===== src/rtl/spu_pkg.sv =====
package spu_pkg;
  localparam int BYTE_W = 8;
  localparam int PAIR_W = 2 * BYTE_W;
  localparam int CY_BIT = 0;

  typedef enum logic [3:0] {
    K_NONE, K_DAD, K_INC, K_DEC, K_LDI, K_LDHL, K_XCHG, K_PUSH, K_POP
  } kind_t;

  typedef enum logic [1:0] {PR_BC = 2'd0, PR_DE = 2'd1, PR_HL = 2'd2, PR_PSW = 2'd3} pair_t;

  typedef struct packed {
    kind_t kind;
    pair_t pair;
  } dec_t;

  function automatic logic is_mem_kind(kind_t k);
    return (k == K_PUSH) || (k == K_POP) || (k == K_XCHG);
  endfunction
endpackage


===== src/rtl/spu_decode.sv =====
module spu_decode
  import spu_pkg::*;
(
  input  logic [7:0] op_code,
  output dec_t       dec
);
  always_comb begin
    dec.kind = K_NONE;
    dec.pair = pair_t'(op_code[5:4]);
    unique case (op_code)
      8'h39:   dec.kind = K_DAD;
      8'h33:   dec.kind = K_INC;
      8'h3B:   dec.kind = K_DEC;
      8'h31:   dec.kind = K_LDI;
      8'hF9:   dec.kind = K_LDHL;
      8'hE3:   dec.kind = K_XCHG;
      default: begin
        if (op_code[7:6] == 2'b11 && op_code[3:0] == 4'h5) dec.kind = K_PUSH;
        else if (op_code[7:6] == 2'b11 && op_code[3:0] == 4'h1) dec.kind = K_POP;
      end
    endcase
  end
endmodule


===== src/rtl/spu_regfile.sv =====
module spu_regfile
  import spu_pkg::*;
#(
  parameter int BW = BYTE_W
) (
  input  logic            clk,
  input  logic            rst_n,
  input  logic            sp_we,
  input  logic [2*BW-1:0] sp_d,
  input  logic            hl_we,
  input  logic [2*BW-1:0] hl_d,
  input  logic [3:0]      pair_we,
  input  logic [2*BW-1:0] pair_d,
  input  logic            cy_we,
  input  logic            cy_d,
  output logic [2*BW-1:0] sp_q,
  output logic [2*BW-1:0] hl_q,
  output logic [2*BW-1:0] bc_q,
  output logic [2*BW-1:0] de_q,
  output logic [BW-1:0]   a_q,
  output logic [BW-1:0]   f_q
);
  localparam int PW = 2 * BW;

  logic [PW-1:0] gp_q [2];

  // BC and DE are identical plain pairs written only by pop
  for (genvar g = 0; g < 2; g++) begin : g_pair
    always_ff @(posedge clk) begin
      if (!rst_n) gp_q[g] <= '0;
      else if (pair_we[g]) gp_q[g] <= pair_d;
    end
  end
  assign bc_q = gp_q[0];
  assign de_q = gp_q[1];

  always_ff @(posedge clk) begin
    if (!rst_n) begin
      sp_q <= '0;
      hl_q <= '0;
      a_q  <= '0;
      f_q  <= '0;
    end else begin
      if (sp_we) sp_q <= sp_d;
      if (hl_we) hl_q <= hl_d;
      else if (pair_we[PR_HL]) hl_q <= pair_d;
      if (pair_we[PR_PSW]) begin
        a_q <= pair_d[PW-1:BW];
        f_q <= pair_d[BW-1:0];
      end else if (cy_we) begin
        f_q[CY_BIT] <= cy_d;
      end
    end
  end
endmodule


===== src/rtl/spu_seq.sv =====
module spu_seq
  import spu_pkg::*;
#(
  parameter int BW = BYTE_W
) (
  input  logic            clk,
  input  logic            rst_n,
  input  logic            start,
  input  kind_t           start_kind,
  input  pair_t           start_pair,
  input  logic [2*BW-1:0] start_word,
  input  logic [2*BW-1:0] sp,
  output logic            mem_req,
  output logic            mem_we,
  output logic [2*BW-1:0] mem_addr,
  output logic [BW-1:0]   mem_wdata,
  input  logic [BW-1:0]   mem_rdata,
  input  logic            mem_ready,
  output logic            busy,
  output logic            done,
  output kind_t           done_kind,
  output pair_t           done_pair,
  output logic [2*BW-1:0] done_word
);
  localparam int PW = 2 * BW;

  logic          run_q;
  logic [1:0]    step_q;
  kind_t         kind_q;
  pair_t         pair_q;
  logic [PW-1:0] word_q;
  logic [PW-1:0] cap_q;
  logic          fire;
  logic [1:0]    last_step;
  logic [PW-1:0] step_off;

  assign fire      = run_q && mem_ready;
  assign last_step = (kind_q == K_XCHG) ? 2'd3 : 2'd1;
  assign done      = fire && (step_q == last_step);
  assign busy      = run_q;
  assign mem_req   = run_q;
  assign done_kind = kind_q;
  assign done_pair = pair_q;
  assign step_off  = PW'(step_q[0]);

  always_comb begin
    mem_we    = 1'b0;
    mem_addr  = sp + step_off;
    mem_wdata = word_q[PW-1:BW];
    unique case (kind_q)
      K_PUSH: begin
        mem_we    = 1'b1;
        mem_addr  = sp - (step_off + PW'(1));
        mem_wdata = step_q[0] ? word_q[BW-1:0] : word_q[PW-1:BW];
      end
      K_XCHG: begin
        mem_we    = step_q[1];
        mem_wdata = step_q[0] ? word_q[PW-1:BW] : word_q[BW-1:0];
      end
      default: ;
    endcase
  end

  always_comb begin
    if (kind_q == K_POP) done_word = {mem_rdata, cap_q[BW-1:0]};
    else done_word = cap_q;
  end

  always_ff @(posedge clk) begin
    if (!rst_n) begin
      run_q  <= 1'b0;
      step_q <= '0;
      kind_q <= K_NONE;
      pair_q <= PR_BC;
      word_q <= '0;
      cap_q  <= '0;
    end else if (start) begin
      run_q  <= 1'b1;
      step_q <= '0;
      kind_q <= start_kind;
      pair_q <= start_pair;
      word_q <= start_word;
      cap_q  <= '0;
    end else if (fire) begin
      if (!mem_we) begin
        if (step_q[0]) cap_q[PW-1:BW] <= mem_rdata;
        else cap_q[BW-1:0] <= mem_rdata;
      end
      if (done) run_q <= 1'b0;
      else step_q <= step_q + 2'd1;
    end
  end
endmodule


===== src/rtl/stack_pair_unit.sv =====
module stack_pair_unit
  import spu_pkg::*;
#(
  parameter int BW = BYTE_W
) (
  input  logic            clk,
  input  logic            rst_n,
  input  logic            op_valid,
  output logic            op_ready,
  input  logic [7:0]      op_code,
  input  logic [2*BW-1:0] op_imm,
  output logic            busy,
  output logic            mem_req,
  output logic            mem_we,
  output logic [2*BW-1:0] mem_addr,
  output logic [BW-1:0]   mem_wdata,
  input  logic [BW-1:0]   mem_rdata,
  input  logic            mem_ready,
  output logic [2*BW-1:0] reg_sp,
  output logic [2*BW-1:0] reg_hl,
  output logic [2*BW-1:0] reg_bc,
  output logic [2*BW-1:0] reg_de,
  output logic [BW-1:0]   reg_acc,
  output logic [BW-1:0]   reg_flags
);
  localparam int PW = 2 * BW;

  dec_t          dec;
  logic          accept;
  logic          start;
  logic [PW-1:0] pair_val;
  logic [PW:0]   dad_sum;
  logic          done;
  kind_t         done_kind;
  pair_t         done_pair;
  logic [PW-1:0] done_word;

  logic          sp_we, hl_we, cy_we, cy_d;
  logic [PW-1:0] sp_d, hl_d;
  logic [3:0]    pair_we;

  spu_decode i_dec (.op_code(op_code), .dec(dec));

  assign op_ready = !busy;
  assign accept   = op_valid && op_ready;
  assign start    = accept && is_mem_kind(dec.kind);
  assign dad_sum  = {1'b0, reg_hl} + {1'b0, reg_sp};

  always_comb begin
    unique case (dec.pair)
      PR_BC:   pair_val = reg_bc;
      PR_DE:   pair_val = reg_de;
      PR_HL:   pair_val = reg_hl;
      default: pair_val = {reg_acc, reg_flags};
    endcase
    if (dec.kind == K_XCHG) pair_val = reg_hl;
  end

  always_comb begin
    sp_we   = 1'b0;
    sp_d    = reg_sp;
    hl_we   = 1'b0;
    hl_d    = reg_hl;
    cy_we   = 1'b0;
    cy_d    = dad_sum[PW];
    pair_we = '0;
    if (accept) begin
      unique case (dec.kind)
        K_DAD:  begin hl_we = 1'b1; hl_d = dad_sum[PW-1:0]; cy_we = 1'b1; end
        K_INC:  begin sp_we = 1'b1; sp_d = reg_sp + PW'(1); end
        K_DEC:  begin sp_we = 1'b1; sp_d = reg_sp - PW'(1); end
        K_LDI:  begin sp_we = 1'b1; sp_d = op_imm; end
        K_LDHL: begin sp_we = 1'b1; sp_d = reg_hl; end
        default: ;
      endcase
    end
    if (done) begin
      unique case (done_kind)
        K_PUSH: begin sp_we = 1'b1; sp_d = reg_sp - PW'(2); end
        K_POP:  begin
          sp_we = 1'b1;
          sp_d  = reg_sp + PW'(2);
          pair_we[done_pair] = 1'b1;
        end
        K_XCHG: begin hl_we = 1'b1; hl_d = done_word; end
        default: ;
      endcase
    end
  end

  spu_regfile #(.BW(BW)) i_rf (
    .clk(clk), .rst_n(rst_n),
    .sp_we(sp_we), .sp_d(sp_d), .hl_we(hl_we), .hl_d(hl_d),
    .pair_we(pair_we), .pair_d(done_word), .cy_we(cy_we), .cy_d(cy_d),
    .sp_q(reg_sp), .hl_q(reg_hl), .bc_q(reg_bc), .de_q(reg_de),
    .a_q(reg_acc), .f_q(reg_flags)
  );

  spu_seq #(.BW(BW)) i_seq (
    .clk(clk), .rst_n(rst_n),
    .start(start), .start_kind(dec.kind), .start_pair(dec.pair),
    .start_word(pair_val), .sp(reg_sp),
    .mem_req(mem_req), .mem_we(mem_we), .mem_addr(mem_addr),
    .mem_wdata(mem_wdata), .mem_rdata(mem_rdata), .mem_ready(mem_ready),
    .busy(busy), .done(done), .done_kind(done_kind), .done_pair(done_pair),
    .done_word(done_word)
  );
endmodule


===== config.mk =====
export PLATFORM = sky130hd
export DESIGN_NAME = stack_pair_unit
export DESIGN_NICKNAME = d
export VERILOG_FILES = /design/src/rtl/spu_pkg.sv /design/src/rtl/spu_decode.sv /design/src/rtl/spu_regfile.sv /design/src/rtl/spu_seq.sv /design/src/rtl/stack_pair_unit.sv
export SDC_FILE = /design/constraint.sdc
export NUM_CORES = 1
export LEC_CHECK = 0
export BUFFER_PORTS_ARGS = -buffer_cell sky130_fd_sc_hd__buf_2
export CORE_MARGIN = 4
export CORE_UTILIZATION = 30
export DETAILED_ROUTE_END_ITERATION = 12
export SLEW_MARGIN = 20
export SYNTH_ARGS = -nofsm -noshare
export SYNTH_HDL_FRONTEND = slang
export SYNTH_SLANG_ARGS = --single-unit

===== constraint.sdc =====
create_clock -name clk -period 5.3 [get_ports clk]
set_clock_uncertainty 0.2 [all_clocks]
set_input_delay 1.06 -clock clk [delete_from_list [all_inputs] [get_ports clk]]
set_output_delay 1.06 -clock clk [all_outputs]
set_load 0.02 [all_outputs]

==> results of run 1 <==
[worst min path at each step]
stage	cells after the start	to	slack (ps)	startpoint
after floorplan	2	i_seq.word_q[0]	230	i_seq.word_q[0]
after global placement	2	i_seq.word_q[10]	240	i_seq.word_q[10]
after detailed placement	2	i_seq.word_q[7]	250	i_seq.word_q[7]
after global routing	2	i_seq.word_q[7]	270	i_seq.word_q[7]
final	2	i_seq.word_q[0]	250	i_seq.word_q[0]
after CTS	2	i_seq.word_q[7]	250	i_seq.word_q[7]
[layer usage]
layer  share of wire, %  wire length, µm
met3                6.8             1871
met2                 47            12850
met4                2.6              714
met1                 44            11920
met5                  0                0
[final cells by class]
class | instances | area (µm²)
diodes | 1 | 2.502
clock buffers | 20 | 446.7
clock inverters | 12 | 148.9
fillers | 2849 | 17690
inverters | 22 | 82.58
multi-input cells | 768 | 5469
flip-flops and latches | 121 | 2743
well taps | 378 | 473.0
repair buffers | 155 | 805.8
[kinds of logic (layout without fill, tap and decap cells)]
logic type,after synthesis,in the layout,synth area share (%)
and+or+nand+nor,357,357,20.42
AOI/OAI and AO/OA,252,252,21.04
DFF,121,121,32.25
adders and majority gates,64,64,9.770
buffers and inverters,63,209,3.428
muxes,56,56,9.064
xor gates and xnor gates,39,39,4.017
other,0,1,0
[Yosys cell counts, types with 4 or more instances]
master | n | area (µm²)
sky130_fd_sc_hd__a22o_1 | 4 | 35.03
sky130_fd_sc_hd__o21ai_0 | 37 | 185.2
sky130_fd_sc_hd__nand2_1 | 107 | 401.6
sky130_fd_sc_hd__clkbuf_1 | 18 | 67.56
sky130_fd_sc_hd__o21a_1 | 7 | 52.55
sky130_fd_sc_hd__mux2_2 | 8 | 90.09
sky130_fd_sc_hd__a211oi_1 | 24 | 180.2
sky130_fd_sc_hd__nand2b_1 | 8 | 50.05
sky130_fd_sc_hd__nor2b_1 | 8 | 50.05
sky130_fd_sc_hd__ha_1 | 60 | 750.7
sky130_fd_sc_hd__buf_2 | 14 | 70.07
sky130_fd_sc_hd__nor2_1 | 111 | 416.7
sky130_fd_sc_hd__edfxtp_1 | 32 | 960.9
sky130_fd_sc_hd__o211ai_1 | 12 | 90.09
sky130_fd_sc_hd__nand3_1 | 19 | 95.09
sky130_fd_sc_hd__a31oi_1 | 5 | 31.28
sky130_fd_sc_hd__or3_1 | 6 | 37.54
sky130_fd_sc_hd__a21o_1 | 9 | 67.56
sky130_fd_sc_hd__xnor2_1 | 27 | 236.5
sky130_fd_sc_hd__nor3_1 | 32 | 160.2
sky130_fd_sc_hd__and2_1 | 13 | 81.33
sky130_fd_sc_hd__a22oi_1 | 7 | 52.55
sky130_fd_sc_hd__inv_1 | 21 | 78.83
sky130_fd_sc_hd__buf_4 | 4 | 30.03
sky130_fd_sc_hd__a21oi_1 | 71 | 355.3
sky130_fd_sc_hd__o21ai_1 | 4 | 20.02
sky130_fd_sc_hd__nand4_1 | 4 | 25.02
sky130_fd_sc_hd__dfxtp_1 | 89 | 1782
sky130_fd_sc_hd__xor2_1 | 12 | 105.1
sky130_fd_sc_hd__o31a_1 | 4 | 35.03
sky130_fd_sc_hd__o21bai_1 | 7 | 52.55
sky130_fd_sc_hd__nand3b_1 | 8 | 60.06
sky130_fd_sc_hd__o2111ai_1 | 5 | 43.79
sky130_fd_sc_hd__fa_1 | 4 | 80.08
sky130_fd_sc_hd__a222oi_1 | 9 | 90.09
sky130_fd_sc_hd__mux4_2 | 16 | 360.4
sky130_fd_sc_hd__mux2i_1 | 32 | 320.3
sky130_fd_sc_hd__and3_1 | 17 | 106.4
[state kept, by name (all words and copies together) (netlist names)]
register         count
i_rf.a_q             8
i_rf.f_q             8
i_rf.gp_q           32
i_rf.hl_q           16
i_rf.sp_q           16
i_seq.busy           1
i_seq.cap_q         16
i_seq.done_kind      4
i_seq.done_pair      2
i_seq.step_q         2
i_seq.word_q        16
[layout by cell type, fill, tap and decap left out, types with 9 or more instances in the layout]
master / n
sky130_fd_sc_hd__xor2_1: 12
sky130_fd_sc_hd__a21o_1: 9
sky130_fd_sc_hd__buf_4: 12
sky130_fd_sc_hd__xnor2_1: 27
sky130_fd_sc_hd__nand3_1: 19
sky130_fd_sc_hd__a222oi_1: 9
sky130_fd_sc_hd__mux2i_1: 32
sky130_fd_sc_hd__o21ai_0: 37
sky130_fd_sc_hd__nor2_1: 111
sky130_fd_sc_hd__edfxtp_1: 32
sky130_fd_sc_hd__and3_1: 17
sky130_fd_sc_hd__mux4_2: 16
sky130_fd_sc_hd__o211ai_1: 12
sky130_fd_sc_hd__ha_1: 60
sky130_fd_sc_hd__a211oi_1: 24
sky130_fd_sc_hd__and2_1: 14
sky130_fd_sc_hd__clkbuf_16: 17
sky130_fd_sc_hd__nand2_1: 107
sky130_fd_sc_hd__nor3_1: 32
sky130_fd_sc_hd__dfxtp_1: 89
sky130_fd_sc_hd__inv_1: 20
sky130_fd_sc_hd__buf_2: 143
sky130_fd_sc_hd__a21oi_1: 71
[worst max-delay path, cell delays in order (launching register included)]
cell and delay, ps:
sky130_fd_sc_hd__dfxtp_1 450, sky130_fd_sc_hd__nand4b_1 350, sky130_fd_sc_hd__ha_1 400, sky130_fd_sc_hd__inv_1 50, sky130_fd_sc_hd__ha_1 200, sky130_fd_sc_hd__fa_1 410
sky130_fd_sc_hd__nor2b_1 130, sky130_fd_sc_hd__o21a_1 110, sky130_fd_sc_hd__nor2_1 60, sky130_fd_sc_hd__o21bai_1 170, sky130_fd_sc_hd__a31o_2 190, sky130_fd_sc_hd__a31oi_1 150
sky130_fd_sc_hd__a2111o_1 400, sky130_fd_sc_hd__o211ai_1 80, sky130_fd_sc_hd__buf_2 190
[per-stage QoR]
stage | power [mW] | utilization (%)
2_1_floorplan | 1.098 | -
3_3_place_gp | 1.168 | 34.36
3_5_place_dp | 1.168 | 34.36
4_1_cts | 2.332 | 36.50
5_1_grt | 2.399 | 36.51
6_report | 2.321 | 36.51
[where the power goes]
group / internal (mW) / leakage [nW] / switching, mW
registers: 0.958 / 1.05 / 0.00927
clock network: 0.749 / 0.285 / 0.424
logic: 0.0650 / 2.92 / 0.115
==> results, run 1 <==
- Once layout is done, the placed cells without fillers occupy 10170 µm².
- The count of buffers added on input and output ports is 143.
- The synthesis warning total is 0.
- The met2 layer usage reported by global route is 27.91%.
- Of the cells placed in the final design, the portion with a size suffix greater than 1 is 22.13%.
- The number of setup buffers added after CTS is 0.
- In the synthesized netlist the dominant register cell turns out to be sky130_fd_sc_hd__dfxtp_1.
- The width of the chip is 176.4 µm.
- Routability-driven placement finished with a final weighted congestion of 0.8776.
- The critical path starts at i_seq.done_kind[0].
- The number of cell instances on the worst register-to-register path is 12.
- Summed over all layers, the routed wires come to 27.36 mm.
- The floorplan step defined a die boundary enclosing 31100 µm².
- In the synthesized netlist the async set-or-reset flop fraction comes to 0%.
- The final count of pins violating max slew came to 0.
- During I/O placement, the number of pins put on the boundary was 144.
- Across the run, the number of max-cap violations was 0.
- The register bit total from synthesis is 121.
- The net count of the finished layout is 1185.
- After detailed placement, the design holds a cell count of 1444.
- Setup slack on the worst reg-to-reg path comes out at 1840 ps.
- Entering global routing, the biggest net connects 57 pins.
- The TritonCTS clock tree is done.
- The global routing stage identified its most utilized layer as met2.
- The number of global-route vias before repair is 7538.
- The share of the yosys chip area belonging to registers is 32.25%.
- The final setup violation count is 0.
- The total area inside the core boundary comes to 27860 µm².
- The starting utilization of the core area is 30.52%.
- The remaining antenna violation count after routing is 0.
- The mapped netlist covers 8503 µm².
- Setup repair after global routing left no endpoint under its margin.
- The wire length of the first global-routing pass is 42.69 mm.
- The worst setup slack after placement is 693.0 ps.
- In this run the worst path has a maximum fanout of 6.
- After detailed placement, the total cell area comes to 9573 µm².
- The quantity of hold-fixing buffers added after cts is 0.
- The number of hold violations in the final report is 0.
- The CTS root buffer is sky130_fd_sc_hd__clkbuf_16.
- Detailed routing inserted a total of 7807 vias.
- Global routing finished with a remaining overflow of 0.
- The highest ir drop seen on vdd is 0.0001554 V.
- Clock tree synthesis found a total of 121 sinks.
- The static leakage is 4.255 nW.
- The number of different library cells used by synthesis comes to 89.
- The startpoint identified for the worst register-to-register timing path is i_seq.done_kind[0].
- The nature of the critical path endpoint is an output pin.
- The data arrival time of the worst path is 3760 ps.
- The total routing resource utilization after global routing is 17.44%.
- In the global route stage, met1 resource usage came out at 22.75%.
- The share of the clock period used by the worst path after layout is 94.73%.
- After detailed routing, the number of remaining DRC violations is 0.
- The most critical setup path has its endpoint at mem_addr[14].
- The power density over cell area is 228.2 nW/µm².
- In the final routed layout, each cell accounts on average for 18.52 µm.
- The number of nets in the synthesized netlist is 1052.
- The initial antenna violation count is 1.
- The longest clock path from root to sink contains 2 buffers.
- The flow ran to the end, and the final reports show no timing, DRC or antenna violations.
- STA classifies the critical path startpoint as a flip-flop.
- The clock transition at the registers of the reported paths is 50 ps.
- The wire-length estimate of the detail-placed layout is 21.23 mm.
- The fmax is 199.2 MHz.
- Relative to the synthesized area, the layout overhead comes to 19.61%.
- The number of standard-cell rows in the floorplan is 61.
- In this run, post-CTS repair resized a total of 0 instances.
- After layout, the worst setup slack is 279.2 ps.
- The endpoint of the worst register-to-register path is i_rf.sp_q[15].
- The post-route worst hold slack is 249.7 ps.
- The tightest slew margin relative to the limit is 39.51%.
- The type of the worst setup path is reg2out.
- The maximum level of the CTS H-tree is 4.
- In this run the vertical extent of the chip is 176.4 µm.
- Global routing consumed, on the met3 layer, 4.882% of the routing resources.
- Adding up every negative setup slack in the final design gives 0 ps.
- The per-cell via count in the routed design is 5.286.
- The number of optimization iterations in the first detailed-route pass is 5.
- Clock latency on the worst-skew pair, taken at its later pin, is 420 ps.
- The number of enable flip-flop cells after synthesis is 32.
- STA puts the critical path data required time at 4040 ps.
- Once layout is complete, the cells apart from fillers number 1477.
- The DRC violation total after the first TritonRoute iteration is 562.
- The min-delay analysis places its worst path in the category reg2reg.
- The average footprint of a synthesized cell is 8.932 µm².
- In this run, CTS created clock tree buffers numbering 17.
- The time the final worst path needs with I/O delays and setup is 5021 ps.
- The synthesized instance count is 952.
- For the pin with the worst max-slew slack, the measured transition is 907.4 ps.
No activity file was read; power rests on OpenSTA's default activity.
==> inputs of run 2 (changes only) <==
--- a/config.mk
+++ b/config.mk
@@ -5,10 +5,10 @@
 export SDC_FILE = /design/constraint.sdc
 export NUM_CORES = 1
 export LEC_CHECK = 0
-export BUFFER_PORTS_ARGS = -buffer_cell sky130_fd_sc_hd__buf_2
 export CORE_MARGIN = 4
 export CORE_UTILIZATION = 30
 export DETAILED_ROUTE_END_ITERATION = 12
+export DONT_BUFFER_PORTS = 1
 export SLEW_MARGIN = 20
 export SYNTH_ARGS = -nofsm -noshare
 export SYNTH_HDL_FRONTEND = slang
==> run 2 against run 1 <==
Effect of this change:
- die area unchanged
- critical path depth fell by 2
- design area shrank 6.8%
- wire length about the same
- first-iteration DRC count is 6.8% higher
- final cell count is 9.5% lower
- global-route usage fell by 0.15 points
- via count decreased by 5.6%
- register-to-register slack worse by 40 ps
- non-clock buffer count fell by 141
- largest power group unchanged
- sequential share of layout area up 2.0 points
==> results, run 2 (same netlist as run 1, synthesis figures left out) <==
- The tightest slew margin relative to the limit is 36.13% (-3.4 points).
- The library cell used most frequently in the layout, excluding fill and tap cells, is sky130_fd_sc_hd__nor2_1.
- The number of violations of the max-capacitance limit was 0 (unchanged).
- The final count of pins violating max slew is 0 (unchanged).
- The overflow left after global routing is 0 (unchanged).
- The total I/O pin count came to 144 (unchanged).
- The pin count of the biggest net entering global routing was 57 (unchanged).
- The highest ir drop seen on vdd is 0.0001699 V (+9.3%).
- The starting utilization of the core area was 30.52% (unchanged).
- The final wirelength is 27.37 mm (about the same).
- The post-route DRC violation count came to 0 (unchanged).
- The DRC violation total after the first TritonRoute iteration is 600 (+6.8%).
- The power share of the combinational group came to 5.2% (-2.6 points).
- The average wire length per cell after detail routing came to 20.47 µm (+11%).
- The count of port buffers added during placement was 0 (-100%).
- The width of the chip is 176.4 µm (unchanged).
- The wire length of the first global-routing pass is 41.79 mm (-2.1%).
- The final total negative setup slack is 0 ps (unchanged).
- The area of the die is 31100 µm² (unchanged).
- The final standard cell count with taps included and fillers excluded was 1337 (-9.5%).
- TritonCTS built the clock tree.
- The flip-flop count of the largest register after layout is 32 (unchanged).
- The maximum level of the CTS H-tree is 4 (unchanged).
- The power density over cell area was 241.6 nW/µm² (+5.9%).
- The clock latency of the later-clocked register in the worst-skew pair is 420 ps (about the same).
- The clock transition at the registers of the reported paths came to 60 ps (about the same).
- The remaining antenna violation count after routing is 0 (unchanged).
- The initial antenna violation count came to 2 (+1).
- By startpoint and endpoint, the worst setup path is classified as reg2out.
- The number of buffers added by the clock tree synthesis step is 17 (unchanged).
- The cell sitting at the root of the clock tree is a sky130_fd_sc_hd__clkbuf_16.
- The area of the core is 27860 µm² (unchanged).
- The number of global-route vias before repair was 7112 (-5.7%).
- The flow ran to the end, and the final reports show no timing, DRC or antenna violations.
- The source of the worst register-to-register timing path is i_seq.done_kind[2].
- The number of cells in the design after placement is 1303 (-9.8%).
- The TritonCTS sink count was 121 (unchanged).
- Setup repair after global routing left no endpoint under its margin.
- The slew at the pin closest to its max-slew limit came to 954.6 ps (+47.17 ps).
- The number of optimization iterations in the first detailed-route pass came to 6 (+1).
- The share of final-layout standard cells stronger than drive strength 1 came to 10.76% (-11 points).
- The proportion of total power due to net switching is 22.80% (-0.84 points).
- The hold path startpoint is i_seq.word_q[11].
- The top cell types in the final layout, fill and taps aside, are sky130_fd_sc_hd__nor2_1, sky130_fd_sc_hd__nand2_1, sky130_fd_sc_hd__dfxtp_1, sky130_fd_sc_hd__a21oi_1, sky130_fd_sc_hd__ha_1.
- The data required time at the worst endpoint is 4040 ps (about the same).
- The number of hold violations in the final report was 0 (unchanged).
- The synthesis-to-layout area growth is 11.54%.
- The net count of the finished layout is 1044 (-12%).
- The net switching power is 522.4 µW (-4.8%).
- The nature of the critical path startpoint is a flip-flop.
- The share of the clock period used by the worst path after layout is 92.85% (-1.9 points).
- The sum of net half-perimeters after detailed placement is 20.91 mm (-1.5%).
- The worst setup path is captured at an output pin.
- The post-route worst hold slack is 250.4 ps (+0.6320 ps).
- The per-cell via count in the routed design is 5.514 (+4.3%).
- More flip-flops sit in one register than any other, and that register is i_rf.gp_q.
- The final RePlAce weighted congestion is 0.8748 (-0.32%).
- The vias after detailed routing is 7372 (-5.6%).
- The number of gates given a new drive strength after cts is 0 (unchanged).
- The total internal power came to 1.769 mW (-0.17%).
- The number of setup buffers added after CTS is 0 (unchanged).
- The data arrival time of the worst path is 3660 ps (-100 ps).
- The fmax is 203.2 MHz (+2.0%).
- The clock network power share is 52.0% (+1.5 points).
- The sequential share of power came to 42.8% (+1.1 points).
- The quantity of hold-fixing buffers added after cts was 0 (unchanged).
- The final setup violation count is 0 (unchanged).
- The static leakage is 3.570 nW (-16%).
- The total routing resource utilization after global routing is 17.29% (-0.15 points).
- The maximum buffer depth of the clock tree came to 2 (unchanged).
- The critical path starts at i_seq.done_kind[0].
- The time the final worst path needs with I/O delays and setup is 4921 ps (-99.61 ps).
- The floorplan die height was 176.4 µm (unchanged).
- The number of standard-cell rows in the floorplan came to 61 (unchanged).
- In this run the worst hold path is classified as reg2reg.
- The maximum net fanout on the critical path is 6 (unchanged).
[run 2: cell types whose count changed in the layout (fill, tap and decap cells not counted)]
cell,change
sky130_fd_sc_hd__diode_2,+1
sky130_fd_sc_hd__clkbuf_8,+1
sky130_fd_sc_hd__buf_4,+2
sky130_fd_sc_hd__clkinvlp_4,+1
sky130_fd_sc_hd__inv_2,+1
sky130_fd_sc_hd__buf_2,-143
sky130_fd_sc_hd__clkbuf_1,+1
sky130_fd_sc_hd__clkinv_2,-2
sky130_fd_sc_hd__clkinv_1,-2
[run 2: critical path, cell delays in order (launching register included)]
cell                       delay [ps]
sky130_fd_sc_hd__dfxtp_1          450
sky130_fd_sc_hd__nand4b_1         290
sky130_fd_sc_hd__ha_1             300
sky130_fd_sc_hd__inv_1            170
sky130_fd_sc_hd__ha_1             310
sky130_fd_sc_hd__nor2b_1          150
sky130_fd_sc_hd__o21a_1           160
sky130_fd_sc_hd__nor2_1           170
sky130_fd_sc_hd__o21bai_1         100
sky130_fd_sc_hd__a31o_2           260
sky130_fd_sc_hd__a31oi_1          320
sky130_fd_sc_hd__a21oi_1          160
sky130_fd_sc_hd__xor2_1           400
[run 2: layout make-up]
class                   count  area, µm²
well taps                 378      473.0
flip-flops and latches    121       2743
multi-input cells         768       5469
clock buffers              22      464.2
repair buffers             14      105.1
fillers                  2884      18370
inverters                  22      82.58
diodes                      2      5.005
clock inverters            10      142.6
[run 2: per-stage QoR]
| stage | utilization, % | setup slack, ps | area, µm² | power, mW |
|---|---|---|---|---|
| finish | 34.04 | 378.8 | 9484 | 2.291 |
| global route | 34.04 | 157.2 | 9484 | 2.359 |
| CTS | 34.03 | 370.3 | 9479 | 2.301 |
| detailed placement | 31.85 | 823.4 | 8872 | 1.120 |
| global placement | 31.85 | 850.8 | 8872 | 1.118 |
| floorplan | - | 1012 | 8503 | 1.098 |
[run 2: final timing paths]
kind	end	slack, ps	cells past startpoint
max reg2reg	i_rf.sp_q[13]	1800	9
min reg2reg	i_seq.word_q[11]	250	2
max	mem_addr[12]	380	12
min	i_seq.word_q[11]	250	2
[run 2: layer usage]
metal	share of wire, %	vias up	track usage (%)	routed length [µm]
met4	2.9	0	6.641	792
met2	48	212	28.45	13180
met1	41	3559	20.77	11110
met5	0	-	0	0
li1	-	3554	-	-
met3	8.4	47	6.188	2293
[run 2: power by group through the flow]
stage | Sequential (mW) | Combinational (mW) | Clock, mW
3_5_place_dp | 1.00 | 0.118 | 0
3_3_place_gp | 1.00 | 0.117 | 0
5_1_grt | 0.983 | 0.127 | 1.25
2_1_floorplan | 0.995 | 0.103 | 0
6_report | 0.982 | 0.118 | 1.19
4_1_cts | 0.982 | 0.118 | 1.20
